### src/rtl/dma_init_pkg.sv
package dma_init_pkg;

  typedef enum logic [1:0] {
    ST_HOLD   = 2'd0,
    ST_SETTLE = 2'd1,
    ST_PROG   = 2'd2,
    ST_READY  = 2'd3
  } seqState_e;

  // strobes from control to datapath
  typedef struct packed {
    logic cntEn;
    logic cntClr;
    logic stepClr;
    logic stepInc;
  } seqStrobe_t;

  localparam int unsigned SCRIPT_LEN   = 5;
  localparam logic [31:0] RD_PTR_MAGIC = 32'hEE88_2266;

  // control word: completion enables, dirty, request size, timeout, id check
  function automatic logic [31:0] ctrlWord(input logic [2:0] reqSizeCode);
    logic [31:0] w;
    w = '0;
    w[4]     = 1'b1;
    w[5]     = 1'b1;
    w[6]     = 1'b1;
    w[19:17] = reqSizeCode;
    w[28]    = 1'b1;
    w[29]    = 1'b1;
    return w;
  endfunction

endpackage

### src/rtl/dma_init_datapath.sv
module dma_init_datapath
  import dma_init_pkg::*;
#(
  parameter int unsigned SETTLE_CYC   = 10,
  parameter int unsigned ADDR_W       = 8,
  parameter int unsigned DATA_W       = 32,
  parameter int unsigned SLOT_COUNT   = 128,
  parameter int unsigned SLOT_STRIDE  = 4,
  parameter logic [2:0]  REQ_SIZE     = 3'd1,
  parameter int unsigned OFF_BASE     = 'h10,
  parameter int unsigned OFF_END      = 'h14,
  parameter int unsigned OFF_WRPTR    = 'h18,
  parameter int unsigned OFF_RDPTR    = 'h1C,
  parameter int unsigned OFF_CTRL     = 'h20
) (
  input  logic              clk,
  input  logic              rstN,
  input  seqStrobe_t        strobe,
  input  logic [DATA_W-1:0] queueBase,
  input  logic              ctrlRbValid,
  input  logic [DATA_W-1:0] ctrlRbData,
  output logic              cntDone,
  output logic              lastStep,
  output logic              restartReq,
  output logic [ADDR_W-1:0] wrAddr,
  output logic [DATA_W-1:0] wrData
);

  localparam int unsigned CNT_W  = (SETTLE_CYC > 1) ? $clog2(SETTLE_CYC) : 1;
  localparam int unsigned STEP_W = $clog2(SCRIPT_LEN);
  localparam int unsigned END_PTR = SLOT_COUNT * SLOT_STRIDE;
  localparam logic [CNT_W-1:0]  CNT_LAST  = CNT_W'(SETTLE_CYC - 1);
  localparam logic [STEP_W-1:0] STEP_LAST = STEP_W'(SCRIPT_LEN - 1);

  logic [CNT_W-1:0]  settleCnt;
  logic [STEP_W-1:0] stepIdx;

  // settle counter
  generate
    if (SETTLE_CYC > 1) begin : g_cnt
      always_ff @(posedge clk or negedge rstN) begin
        if (!rstN)              settleCnt <= '0;
        else if (strobe.cntClr) settleCnt <= '0;
        else if (strobe.cntEn)  settleCnt <= settleCnt + 1'b1;
      end
      assign cntDone = (settleCnt == CNT_LAST);
    end else begin : g_cnt1
      assign settleCnt = '0;
      assign cntDone   = 1'b1;
    end
  endgenerate

  // script step index
  always_ff @(posedge clk or negedge rstN) begin
    if (!rstN)               stepIdx <= '0;
    else if (strobe.stepClr) stepIdx <= '0;
    else if (strobe.stepInc) stepIdx <= stepIdx + 1'b1;
  end

  assign lastStep = (stepIdx == STEP_LAST);

  // script lookup: order is end, read, write pointer, control, base
  always_comb begin
    unique case (stepIdx)
      STEP_W'(0): begin
        wrAddr = ADDR_W'(OFF_END);
        wrData = DATA_W'(END_PTR);
      end
      STEP_W'(1): begin
        wrAddr = ADDR_W'(OFF_RDPTR);
        wrData = DATA_W'(RD_PTR_MAGIC);
      end
      STEP_W'(2): begin
        wrAddr = ADDR_W'(OFF_WRPTR);
        wrData = '0;
      end
      STEP_W'(3): begin
        wrAddr = ADDR_W'(OFF_CTRL);
        wrData = DATA_W'(ctrlWord(REQ_SIZE));
      end
      default: begin
        wrAddr = ADDR_W'(OFF_BASE);
        wrData = queueBase;
      end
    endcase
  end

  assign restartReq = ctrlRbValid && (ctrlRbData == '0);

endmodule

### src/rtl/dma_init_ctrl.sv
module dma_init_ctrl
  import dma_init_pkg::*;
(
  input  logic       clk,
  input  logic       rstN,
  input  logic       cntDone,
  input  logic       lastStep,
  input  logic       wrReady,
  input  logic       restartReq,
  output seqStrobe_t strobe,
  output logic       engReset,
  output logic       wrValid,
  output logic       stateClr,
  output logic       initDone,
  output logic       busy
);

  seqState_e state, stateNext;

  always_ff @(posedge clk or negedge rstN) begin
    if (!rstN) state <= ST_HOLD;
    else       state <= stateNext;
  end

  always_comb begin
    stateNext = state;
    strobe    = '0;
    stateClr  = 1'b0;
    unique case (state)
      ST_HOLD: begin
        strobe.cntEn = 1'b1;
        if (cntDone) begin
          strobe.cntClr = 1'b1;
          stateNext     = ST_SETTLE;
        end
      end
      ST_SETTLE: begin
        strobe.cntEn = 1'b1;
        if (cntDone) begin
          strobe.cntClr  = 1'b1;
          strobe.stepClr = 1'b1;
          stateNext      = ST_PROG;
        end
      end
      ST_PROG: begin
        if (wrReady) begin
          if (lastStep) begin
            stateClr  = 1'b1;
            stateNext = ST_READY;
          end else begin
            strobe.stepInc = 1'b1;
          end
        end
      end
      default: begin
        if (restartReq) begin
          strobe.cntClr = 1'b1;
          stateNext     = ST_HOLD;
        end
      end
    endcase
  end

  assign engReset = (state == ST_HOLD);
  assign wrValid  = (state == ST_PROG);
  assign initDone = (state == ST_READY);
  assign busy     = (state != ST_READY);

endmodule

### src/rtl/dma_init_seq.sv
module dma_init_seq
  import dma_init_pkg::*;
#(
  parameter int unsigned CLK_HZ     = 100_000_000,
  parameter int unsigned SETTLE_MS  = 10,
  parameter int unsigned ADDR_W     = 8,
  parameter int unsigned DATA_W     = 32,
  parameter int unsigned SLOT_COUNT = 128
) (
  input  logic              clk,
  input  logic              rstN,
  input  logic [DATA_W-1:0] queueBase,
  input  logic              ctrlRbValid,
  input  logic [DATA_W-1:0] ctrlRbData,
  input  logic              wrReady,
  output logic              engReset,
  output logic              wrValid,
  output logic [ADDR_W-1:0] wrAddr,
  output logic [DATA_W-1:0] wrData,
  output logic              stateClr,
  output logic              initDone,
  output logic              busy
);

  localparam int unsigned RAW_CYC    = (CLK_HZ / 1000) * SETTLE_MS;
  localparam int unsigned SETTLE_CYC = (RAW_CYC > 0) ? RAW_CYC : 1;

  seqStrobe_t strobe;
  logic cntDone, lastStep, restartReq;

  dma_init_ctrl u_ctrl (
    .clk        (clk),
    .rstN       (rstN),
    .cntDone    (cntDone),
    .lastStep   (lastStep),
    .wrReady    (wrReady),
    .restartReq (restartReq),
    .strobe     (strobe),
    .engReset   (engReset),
    .wrValid    (wrValid),
    .stateClr   (stateClr),
    .initDone   (initDone),
    .busy       (busy)
  );

  dma_init_datapath #(
    .SETTLE_CYC (SETTLE_CYC),
    .ADDR_W     (ADDR_W),
    .DATA_W     (DATA_W),
    .SLOT_COUNT (SLOT_COUNT)
  ) u_dp (
    .clk         (clk),
    .rstN        (rstN),
    .strobe      (strobe),
    .queueBase   (queueBase),
    .ctrlRbValid (ctrlRbValid),
    .ctrlRbData  (ctrlRbData),
    .cntDone     (cntDone),
    .lastStep    (lastStep),
    .restartReq  (restartReq),
    .wrAddr      (wrAddr),
    .wrData      (wrData)
  );

endmodule

### config.mk
export PLATFORM = sky130hd
export DESIGN_NAME = dma_init_seq
export DESIGN_NICKNAME = d
export VERILOG_FILES = /design/src/rtl/dma_init_pkg.sv /design/src/rtl/dma_init_datapath.sv /design/src/rtl/dma_init_ctrl.sv /design/src/rtl/dma_init_seq.sv
export SDC_FILE = /design/constraint.sdc
export NUM_CORES = 1
export LEC_CHECK = 0
export BUFFER_PORTS_ARGS = -buffer_cell sky130_fd_sc_hd__buf_2
export CAP_MARGIN = 20
export CORE_UTILIZATION = 44
export DETAILED_ROUTE_END_ITERATION = 16
export PLACE_DENSITY = 0.84
export SLEW_MARGIN = 30
export SYNTH_ARGS = -nofsm -noshare
export SYNTH_HDL_FRONTEND = slang
export SYNTH_HIERARCHICAL = 1
export SYNTH_SLANG_ARGS = --single-unit
### constraint.sdc
create_clock -name clk -period 3.4 [get_ports clk]
set_input_delay 0.17 -clock clk [delete_from_list [all_inputs] [get_ports clk]]
set_output_delay 0.17 -clock clk [all_outputs]
set_load 0.01 [all_outputs]
After elaboration in Yosys (flattened, before gate mapping)
Index checks and enable logic that the tools add are counted.
{ "classes": {"order_cmp": 0, "multipliers": 0, "n_mux": 24, "add_sub_neg": 2, "n_div": 0, "reduce_logical": 9, "shifts": 0, "n_eq_ne": 13, "bitwise_logic": 0} }
{ "ops": {"columns": ["operator", "n"], "rows": [
  ["32-bit one-hot mux with 4 select lines", 1],
  ["20-bit two-way mux", 2],
  ["32-bit logical NOT", 1],
  ["6-bit one-hot mux with 4 select lines", 1],
  ["20-bit by 1-bit adder with 20-bit output, second input constant", 1],
  ["20-bit equality test, second input constant", 1],
  ["2-bit two-way mux", 6],
  ["1-bit two-way mux", 10],
  ["3-bit by 2-bit equality test with 1-bit output, second input constant", 2],
  ["3-bit two-way mux", 2],
  ["2-bit inequality test, second input constant", 3],
  ["2-bit one-hot mux with 3 select lines", 1],
  ["5-bit AND reduction", 1],
  ["2-bit equality test, second input constant", 2],
  ["2-bit by 1-bit inequality test with 1-bit output, second input constant", 2],
  ["2-bit nonzero test", 2],
  ["4-bit nonzero test", 1],
  ["3-bit by 1-bit adder with 3-bit output, second input constant", 1],
  ["3-bit by 1-bit equality test with 1-bit output, second input constant", 1],
  ["3-bit equality test, second input constant", 1],
  ["3-bit logical NOT", 1],
  ["1-bit one-hot mux with 3 select lines", 1],
  ["2-bit by 1-bit equality test with 1-bit output, second input constant", 1],
  ["2-bit logical NOT", 1],
  ["2 further kinds", 2]
]} }
{ "totals": {"ram_bits": 0, "latchBits": 0, "input_bits": 68, "romBits": 0, "memories": 0, "register_bits": 25, "wordCells": 51, "output_inout_bits": 45} }

Longest topological paths before layout
Gate-level depths: netlist (run 1).
{ "depth": {"word_depth": 6, "mapped_depth": 11, "ltp_nobuf": 10} }

Modules after synthesis
The synthesis (run 1) kept the hierarchy.
{ "modules_own_cells": {"columns": ["mod", "seq_area_each_um2", "cells_each", "instances", "area_each_um2"], "rows": [
  ["dma_init_datapath", 575.6, 189, 1, 1646.6],
  ["dma_init_ctrl", 50.0, 25, 1, 222.7]
]} }

Worst setup path before layout (run 1)
Ideal clock, no wire load.
{ "synth_timing": {"path_kind": "register to register", "from": "register u_dp.settleCnt[0]", "to": "register u_dp.settleCnt[15]", "path_buffers": 1, "required_time_ns": 3.322, "slack_ns": 0.444, "setup_time_ns": 0.078, "arrival_time_ns": 2.878, "stages_incl_launch_ff": 12, "period_less_slack_ns": 2.956, "cell_sequence": "dfrtp_1 -> ha_1 -> and4_1 -> nand4_1 -> nor3_1 -> nand2_1 -> o21ai_0 -> o2111ai_2 -> or2_1 -> buf_6 -> or4_1 -> a21oi_1"} }
{ "synth_lines": {"columns": ["element", "line_no", "source"], "rows": [
  ["start, declared", "dma_init_datapath.sv:35", "logic [CNT_W-1:0] settleCnt;"],
  ["start signal, assigned", "dma_init_datapath.sv:44", "else if (strobe.cntEn) settleCnt <= settleCnt + 1'b1;"]
]} }

==> results of run 1 <==
## logic make-up (layout without fill, tap and decap cells)
group,count (synthesis),count (layout)
buf+inv,24,126
fa+ha+maj,11,11
simple gates,100,100
other cells,1,4
compound gates,34,34
mux,7,7
flops,25,25
xor+xnor,12,12
## power by group through the flow
| stage | Combinational (mW) | Sequential, mW | Clock [mW] |
|---|---|---|---|
| 3_5_place_dp | 0.0468 | 0.303 | 0 |
| 3_3_place_gp | 0.0458 | 0.303 | 0 |
| 4_1_cts | 0.0478 | 0.297 | 0.179 |
| 2_1_floorplan | 0.00795 | 0.303 | 0 |
| 6_report | 0.0471 | 0.297 | 0.173 |
| 5_1_grt | 0.0540 | 0.297 | 0.186 |
## cells in the mapped netlist (2+ instances only)
library cell | instances | area [um^2]
a211o_1 | 3 | 26.3
a21o_1 | 14 | 105
a21oi_1 | 5 | 25.0
and2_1 | 17 | 106
and2b_1 | 2 | 15.0
and3_1 | 2 | 12.5
and4_1 | 3 | 26.3
buf_2 | 2 | 10.0
buf_4 | 4 | 30.0
clkbuf_1 | 6 | 22.5
dfrtp_1 | 25 | 626
ha_1 | 11 | 138
inv_1 | 11 | 41.3
mux2_2 | 3 | 33.8
mux2i_1 | 3 | 30.0
nand2_1 | 10 | 37.5
nand3_1 | 5 | 25.0
nand4_1 | 7 | 43.8
nor2_1 | 24 | 90.1
nor2b_1 | 3 | 18.8
nor3_1 | 6 | 30.0
nor4_1 | 10 | 62.6
nor4b_1 | 2 | 17.5
o21ai_0 | 3 | 15.0
o31ai_1 | 3 | 22.5
or3_1 | 3 | 18.8
or4_1 | 3 | 22.5
xnor2_1 | 8 | 70.1
xor2_1 | 4 | 35.0
## flip-flops by register name (all words and copies together) (netlist names)
signal,cells
u_dp/settleCnt,20
u_dp/stepIdx,3
u_ctrl/state,2
## through the flow
step | instance area [um^2] | setup WS (ns) | utilization
finish | 2480 | 0.364 | 0.616
global route | 2480 | 0.205 | 0.616
CTS | 2480 | 0.390 | 0.616
detailed placement | 2420 | 0.450 | 0.602
global placement | 2420 | 0.564 | 0.602
floorplan | 1880 | 0.444 | -
## routing by layer
metal  up-vias  wire length (um)
met5         -                 0
met4         0                57
met3         8               345
met2        75              2410
met1       875              1810
li1        956                 -
## cell type report
cell class,instances,share of cell area
clock buffer,3,0.0166
clock inverter,1,0.00202
inverter,11,0.0166
multi-input combinational,168,0.459
sequential,25,0.252
tap,50,0.0252
timing repair buffer,111,0.228
## path summary, 6_finish.rpt
path / start / to / depth (start not counted)
worst max-delay path: u_dp/settleCnt[12]$_DFFE_PN0P_ / u_dp/settleCnt[15]$_DFFE_PN0P_ / 9
worst min-delay path: wrReady / u_dp/stepIdx[2]$_DFFE_PN0P_ / 5
worst max register to register: u_dp/settleCnt[12]$_DFFE_PN0P_ / u_dp/settleCnt[15]$_DFFE_PN0P_ / 9
worst min register to register: u_dp/settleCnt[19]$_DFFE_PN0P_ / u_dp/settleCnt[19]$_DFFE_PN0P_ / 2
max in group asynchronous: rstN / u_dp/settleCnt[1]$_DFFE_PN0P_ / 2
min in group asynchronous: rstN / u_dp/settleCnt[17]$_DFFE_PN0P_ / 2
## repair_timing
| action | 4_1_cts | 5_1_grt |
|---|---|---|
| hold buffers | 1 | 0 |
| endpoints found under the hold margin | 25 | 0 |
| buffers inserted | 0 | 0 |
## placed cells by master, fill, tap and decap left out, drive strengths merged, types with 5 or more instances in the layout
master	count
buf	110
dfrtp	25
nor2	24
and2	17
a21o	14
inv	11
ha	11
nand2	10
nor4	10
xnor2	8
nand4	7
nor3	6
nand3	5
a21oi	5
## critical path, delay by kind of cell (launching register included)
kind,cells,cell delay [ns]
simple gates,6,1.89
flops,1,0.44
compound gates,3,0.64
==> flow_metrics.env, run 1 <==
export IMPL_yosys_area_share_simple=0.293
export IMPL_swShare=0.211
export IMPL_slew_headroom=0.429
export IMPL_end_kind="flop"
export IMPL_drv_cap=0
export IMPL_crit_type="reg -> reg"
export IMPL_antenna_cells=0
export IMPL_fillers=355
export IMPL_worst_ep_arrival_time_ns=3.23
export IMPL_start_kind="flop"
export IMPL_required_ns=3.59
export IMPL_ys_types=41
export IMPL_p_leak_nw=1.43
export IMPL_die_y_um=67.2
export IMPL_synthCells=214
export IMPL_rows=23
export IMPL_drt_initial_drc_count=82
export IMPL_final_hold_violation_count=0
export IMPL_wl_per_cell_um=12.5
export IMPL_cts_buffers=3
export IMPL_vias=1914
export IMPL_layout_drive_gt1_share=0.382
export IMPL_period_needed_ns=3.04
export IMPL_post_synth_mux_area_share=0.0422
export IMPL_cp_cell_sequence="nor4b_1 > nand4_1 > nor3_1 > nand2_1 > o21ai_1 > o2111ai_2 > or2_1 > or4_1 > a21oi_1"
export IMPL_core_area_um2=4030
export IMPL_grt_max_degree=26
export IMPL_slowest_delay_ns=0.53
export IMPL_rrSetupSlack_ns=0.36
export IMPL_cp_slowest_cell="or4_1"
export IMPL_drt_first_pass_iters=4
export IMPL_synth_compound_area_frac=0.137
export IMPL_ys_ff_latch=25
export IMPL_finalSetupViolCount=0
export IMPL_syn_area_per_cell_um2=8.74
export IMPL_power_frac_seq=0.574
export IMPL_routed_wl_mm=4.61
export IMPL_ir_drop_mv=0.161
export IMPL_yosysWarnings=6
export IMPL_drc=0
export IMPL_netlist_area_um2=1870
export IMPL_pwr_share_comb=0.091
export IMPL_io_pins=113
export IMPL_initial_core_util=0.464
export IMPL_cts_path_max_buffers=2
export IMPL_grt_overflow_total=0
export IMPL_grt_use_met1=0.227
export IMPL_power_switching_uw=109
export IMPL_dp_cells=364
export IMPL_dieArea_um2=4510
export IMPL_power_total_uw=517
export IMPL_clk_pin_slew_ns=0.08
export IMPL_synthArstFlopShare=1.00
export IMPL_globalRoute_busiestLayer="met2"
export IMPL_timing_final_crit_share=0.893
export IMPL_rsz0062_at_grt="no"
export IMPL_use_met3=0.0236
export IMPL_grt_pass1_vias=1691
export IMPL_met2_usage=0.406
export IMPL_antenna_found_initial=0
export IMPL_clkPwrFrac=0.335
export IMPL_dp_hpwl_mm=3.64
export IMPL_hold_ws_ns=0.338
export IMPL_path_max_fanout=9
export IMPL_grt_use_total=0.207
export IMPL_synth_top_family_by_area="simple AND/OR/NAND/NOR gates"
export IMPL_cts_sinks=25
export IMPL_fin_worst_skew_ns=0.00156
export IMPL_synthAdderAreaFrac=0.0736
export IMPL_dieWidth_um=67.2
export IMPL_post_drt_via_cell_ratio=5.19
export IMPL_fin_tns_setup_ns=0
export IMPL_synth_edff_count=0
export IMPL_antenna_left=0
export IMPL_final_cell_count_no_fill=369
export IMPL_clock_root_buffer="clkbuf_8"
export IMPL_area_growth_pct=32.7
export IMPL_htree_num_levels=1
export IMPL_postCtsResizedCells=0
export IMPL_hold_path_class="in -> reg"
export IMPL_cts_tree="done"
export IMPL_seq_area_frac_synth=0.335
export IMPL_regArea_um2=626
export IMPL_synth_ff_type="dfrtp_1"
export IMPL_fmax_mhz=329
export IMPL_synth_xor_area_frac=0.0562
export IMPL_worst_pin_slew_ns=0.855
export IMPL_multi_input_area_um2=1140
export IMPL_maxSlewViolCount=0
export IMPL_power_density_nw_per_um2=208
export IMPL_run_status="finished clean"
export IMPL_internal_power_uw=408
export IMPL_port_buffers=108
export IMPL_clkLatencyLatePin_ns=0.27
export IMPL_place_congestion=0.869
export IMPL_grt_pass1_wl_mm=7.22
export IMPL_nets=399
(Power assumes the default switching activity.)
==> inputs of run 2 (changes only) <==
--- a/config.mk
+++ b/config.mk
@@ -9,6 +9,7 @@
 export CAP_MARGIN = 20
 export CORE_UTILIZATION = 44
 export DETAILED_ROUTE_END_ITERATION = 16
+export GPL_TIMING_DRIVEN = 0
 export PLACE_DENSITY = 0.84
 export SLEW_MARGIN = 30
 export SYNTH_ARGS = -nofsm -noshare
==> run 2 against run 1 <==
Clock skew about the same. Core utilization up 1.7 points. Sequential cell count unchanged. Sequential share of layout area down 0.67 points. Sequential power about the same. Global-route usage up 0.13 points. Critical endpoint unchanged. Largest power group unchanged.
==> flow_metrics.env, run 2 (same netlist as run 1, synthesis figures left out) <==
export IMPL_ir_drop_mv=0.216
export IMPL_fin_worst_skew_ns=0.00196
export IMPL_grt_use_total=0.209
export IMPL_final_hold_violation_count=0
export IMPL_antenna_found_initial=0
export IMPL_largest_register="u_dp/settleCnt"
export IMPL_slew_headroom=0.629
export IMPL_rsz0062_at_grt="no"
export IMPL_p_leak_nw=1.46
export IMPL_antenna_cells=0
export IMPL_worst_pin_slew_ns=0.554
export IMPL_run_status="finished clean"
export IMPL_drv_cap=0
export IMPL_place_congestion=0.871
export IMPL_required_ns=3.59
export IMPL_route_met2_wl_mm=2.49
export IMPL_path_max_fanout=9
export IMPL_timing_final_crit_share=0.915
export IMPL_rows=23
export IMPL_dieWidth_um=67.2
export IMPL_cp_slowest_cell="or4_1"
export IMPL_die_y_um=67.2
export IMPL_worst_slack_ns=0.287
export IMPL_cp_cell_sequence="ha_1 > and4_1 > nand4_1 > nor3_1 > nand2_1 > o21ai_2 > o2111ai_2 > or2_1 > buf_6 > or4_1 > a21oi_1"
export IMPL_drt_initial_drc_count=48
export IMPL_io_pins=113
export IMPL_cts_path_max_buffers=2
export IMPL_vias=1958
export IMPL_clkLatencyLatePin_ns=0.26
export IMPL_post_drt_via_cell_ratio=5.15
export IMPL_cts_tree="done"
export IMPL_reg_top3="u_dp/settleCnt x20, u_dp/stepIdx x3, u_ctrl/state x2"
export IMPL_crit_type="reg -> reg"
export IMPL_post_cts_buffers=0
export IMPL_hold_ws_ns=0.359
export IMPL_min_path_cells=5
export IMPL_drt_first_pass_iters=4
export IMPL_grt_max_degree=26
export IMPL_layout_commonest_cell="buf_2"
export IMPL_clock_root_buffer="clkbuf_8"
export IMPL_power_density_nw_per_um2=203
export IMPL_worst_ep_arrival_time_ns=3.30
export IMPL_final_cell_mix="buf_2 (110), dfrtp_1 (25), nor2_1 (24), and2_1 (17), a21o_1 (14)"
export IMPL_r2r_cells=11
export IMPL_dp_slack_ns=-0.122
export IMPL_met3_length_um=303
export IMPL_antenna_left=0
export IMPL_cts_sinks=25
export IMPL_fmax_mhz=321
export IMPL_largest_register_ffs=20
export IMPL_period_needed_ns=3.11
export IMPL_wl_met1_mm=1.88
export IMPL_slowest_delay_ns=0.49
export IMPL_htree_num_levels=1
export IMPL_start_kind="flop"
export IMPL_cts_buffers=3
export IMPL_clk_pin_slew_ns=0.08
export IMPL_dieArea_um2=4510
export IMPL_grt_pass1_vias=1775
export IMPL_top_layer_used="met4"
export IMPL_finalSetupViolCount=0
export IMPL_wl_per_cell_um=12.4
export IMPL_grt_pass1_wl_mm=7.36
export IMPL_grt_overflow_total=0
export IMPL_nets=410
export IMPL_port_buffers=108
export IMPL_drc=0
export IMPL_end_kind="flop"
export IMPL_area_growth_pct=36.3
export IMPL_maxSlewViolCount=0
export IMPL_dp_hpwl_mm=3.71
export IMPL_hold_path_class="in -> reg"
export IMPL_power_total_uw=516
export IMPL_layout_drive_gt1_share=0.388
export IMPL_core_area_um2=4030
export IMPL_initial_core_util=0.464
export IMPL_routed_wl_mm=4.71
[run 2: timing repair]
item / 4_1_cts / 5_1_grt
cloned: 0 / 0
hold buffers: 1 / 0
endpoints found under the hold margin: 25 / 0
setup endpoints to repair: 4 / 5
resized for setup: 1 / 2
[run 2: worst max-delay path, delay by kind of cell (launching register included)]
| family | cells | cell delay [ns] |
|---|---|---|
| compound gates | 3 | 0.73 |
| fa+ha+maj | 1 | 0.22 |
| buf+inv | 1 | 0.14 |
| flops | 1 | 0.40 |
| simple gates | 6 | 1.55 |
[run 2: stage by stage]
step / util / setup TNS [ns] / std cells / area (um^2)
after CTS: 0.630 / 0 / 380 / 2540
final: 0.633 / 0 / 380 / 2550
after global placement: 0.616 / 0 / 375 / 2480
after global routing: 0.633 / 0 / 380 / 2550
after floorplan: - / 0 / 217 / 1880
after detailed placement: 0.616 / -0.152 / 375 / 2480
[run 2: final cells by class]
cell class                      instances  area, um^2
Fill cell                             360        1480
Multi-Input combinational cell        168        1150
Sequential cell                        25         626
Timing Repair Buffer                  109         551
Buffer                                 13        73.8
Tap cell                               50        62.6
Clock buffer                            4        45.0
Inverter                               11        41.3
[run 2: metal layers]
metal / vias up / track usage
met1: 914 / 0.235
met3: 4 / 0.0253
met4: 0 / 0.0585
met5: - / 0
met2: 59 / 0.405
li1: 981 / -
[run 2: power breakdown]
part / internal [mW] / switching, mW
Clock: 0.0835 / 0.0851
Sequential: 0.297 / 0
Combinational: 0.0320 / 0.0188
Total: 0.412 / 0.104
[run 2: path summary, 6_finish.rpt]
path | slack (ns) | from | to
setup / recovery | 0.29 | u_dp/settleCnt[0]$_DFFE_PN0P_ | u_dp/settleCnt[15]$_DFFE_PN0P_
hold / removal | 0.36 | wrReady | u_dp/stepIdx[0]$_DFFE_PN0P_
setup reg to reg | 0.29 | u_dp/settleCnt[0]$_DFFE_PN0P_ | u_dp/settleCnt[15]$_DFFE_PN0P_
hold reg to reg | 0.57 | u_dp/settleCnt[19]$_DFFE_PN0P_ | u_dp/settleCnt[19]$_DFFE_PN0P_
max in group asynchronous | 2.62 | rstN | u_dp/settleCnt[17]$_DFFE_PN0P_
min in group asynchronous | 0.42 | rstN | u_dp/settleCnt[12]$_DFFE_PN0P_
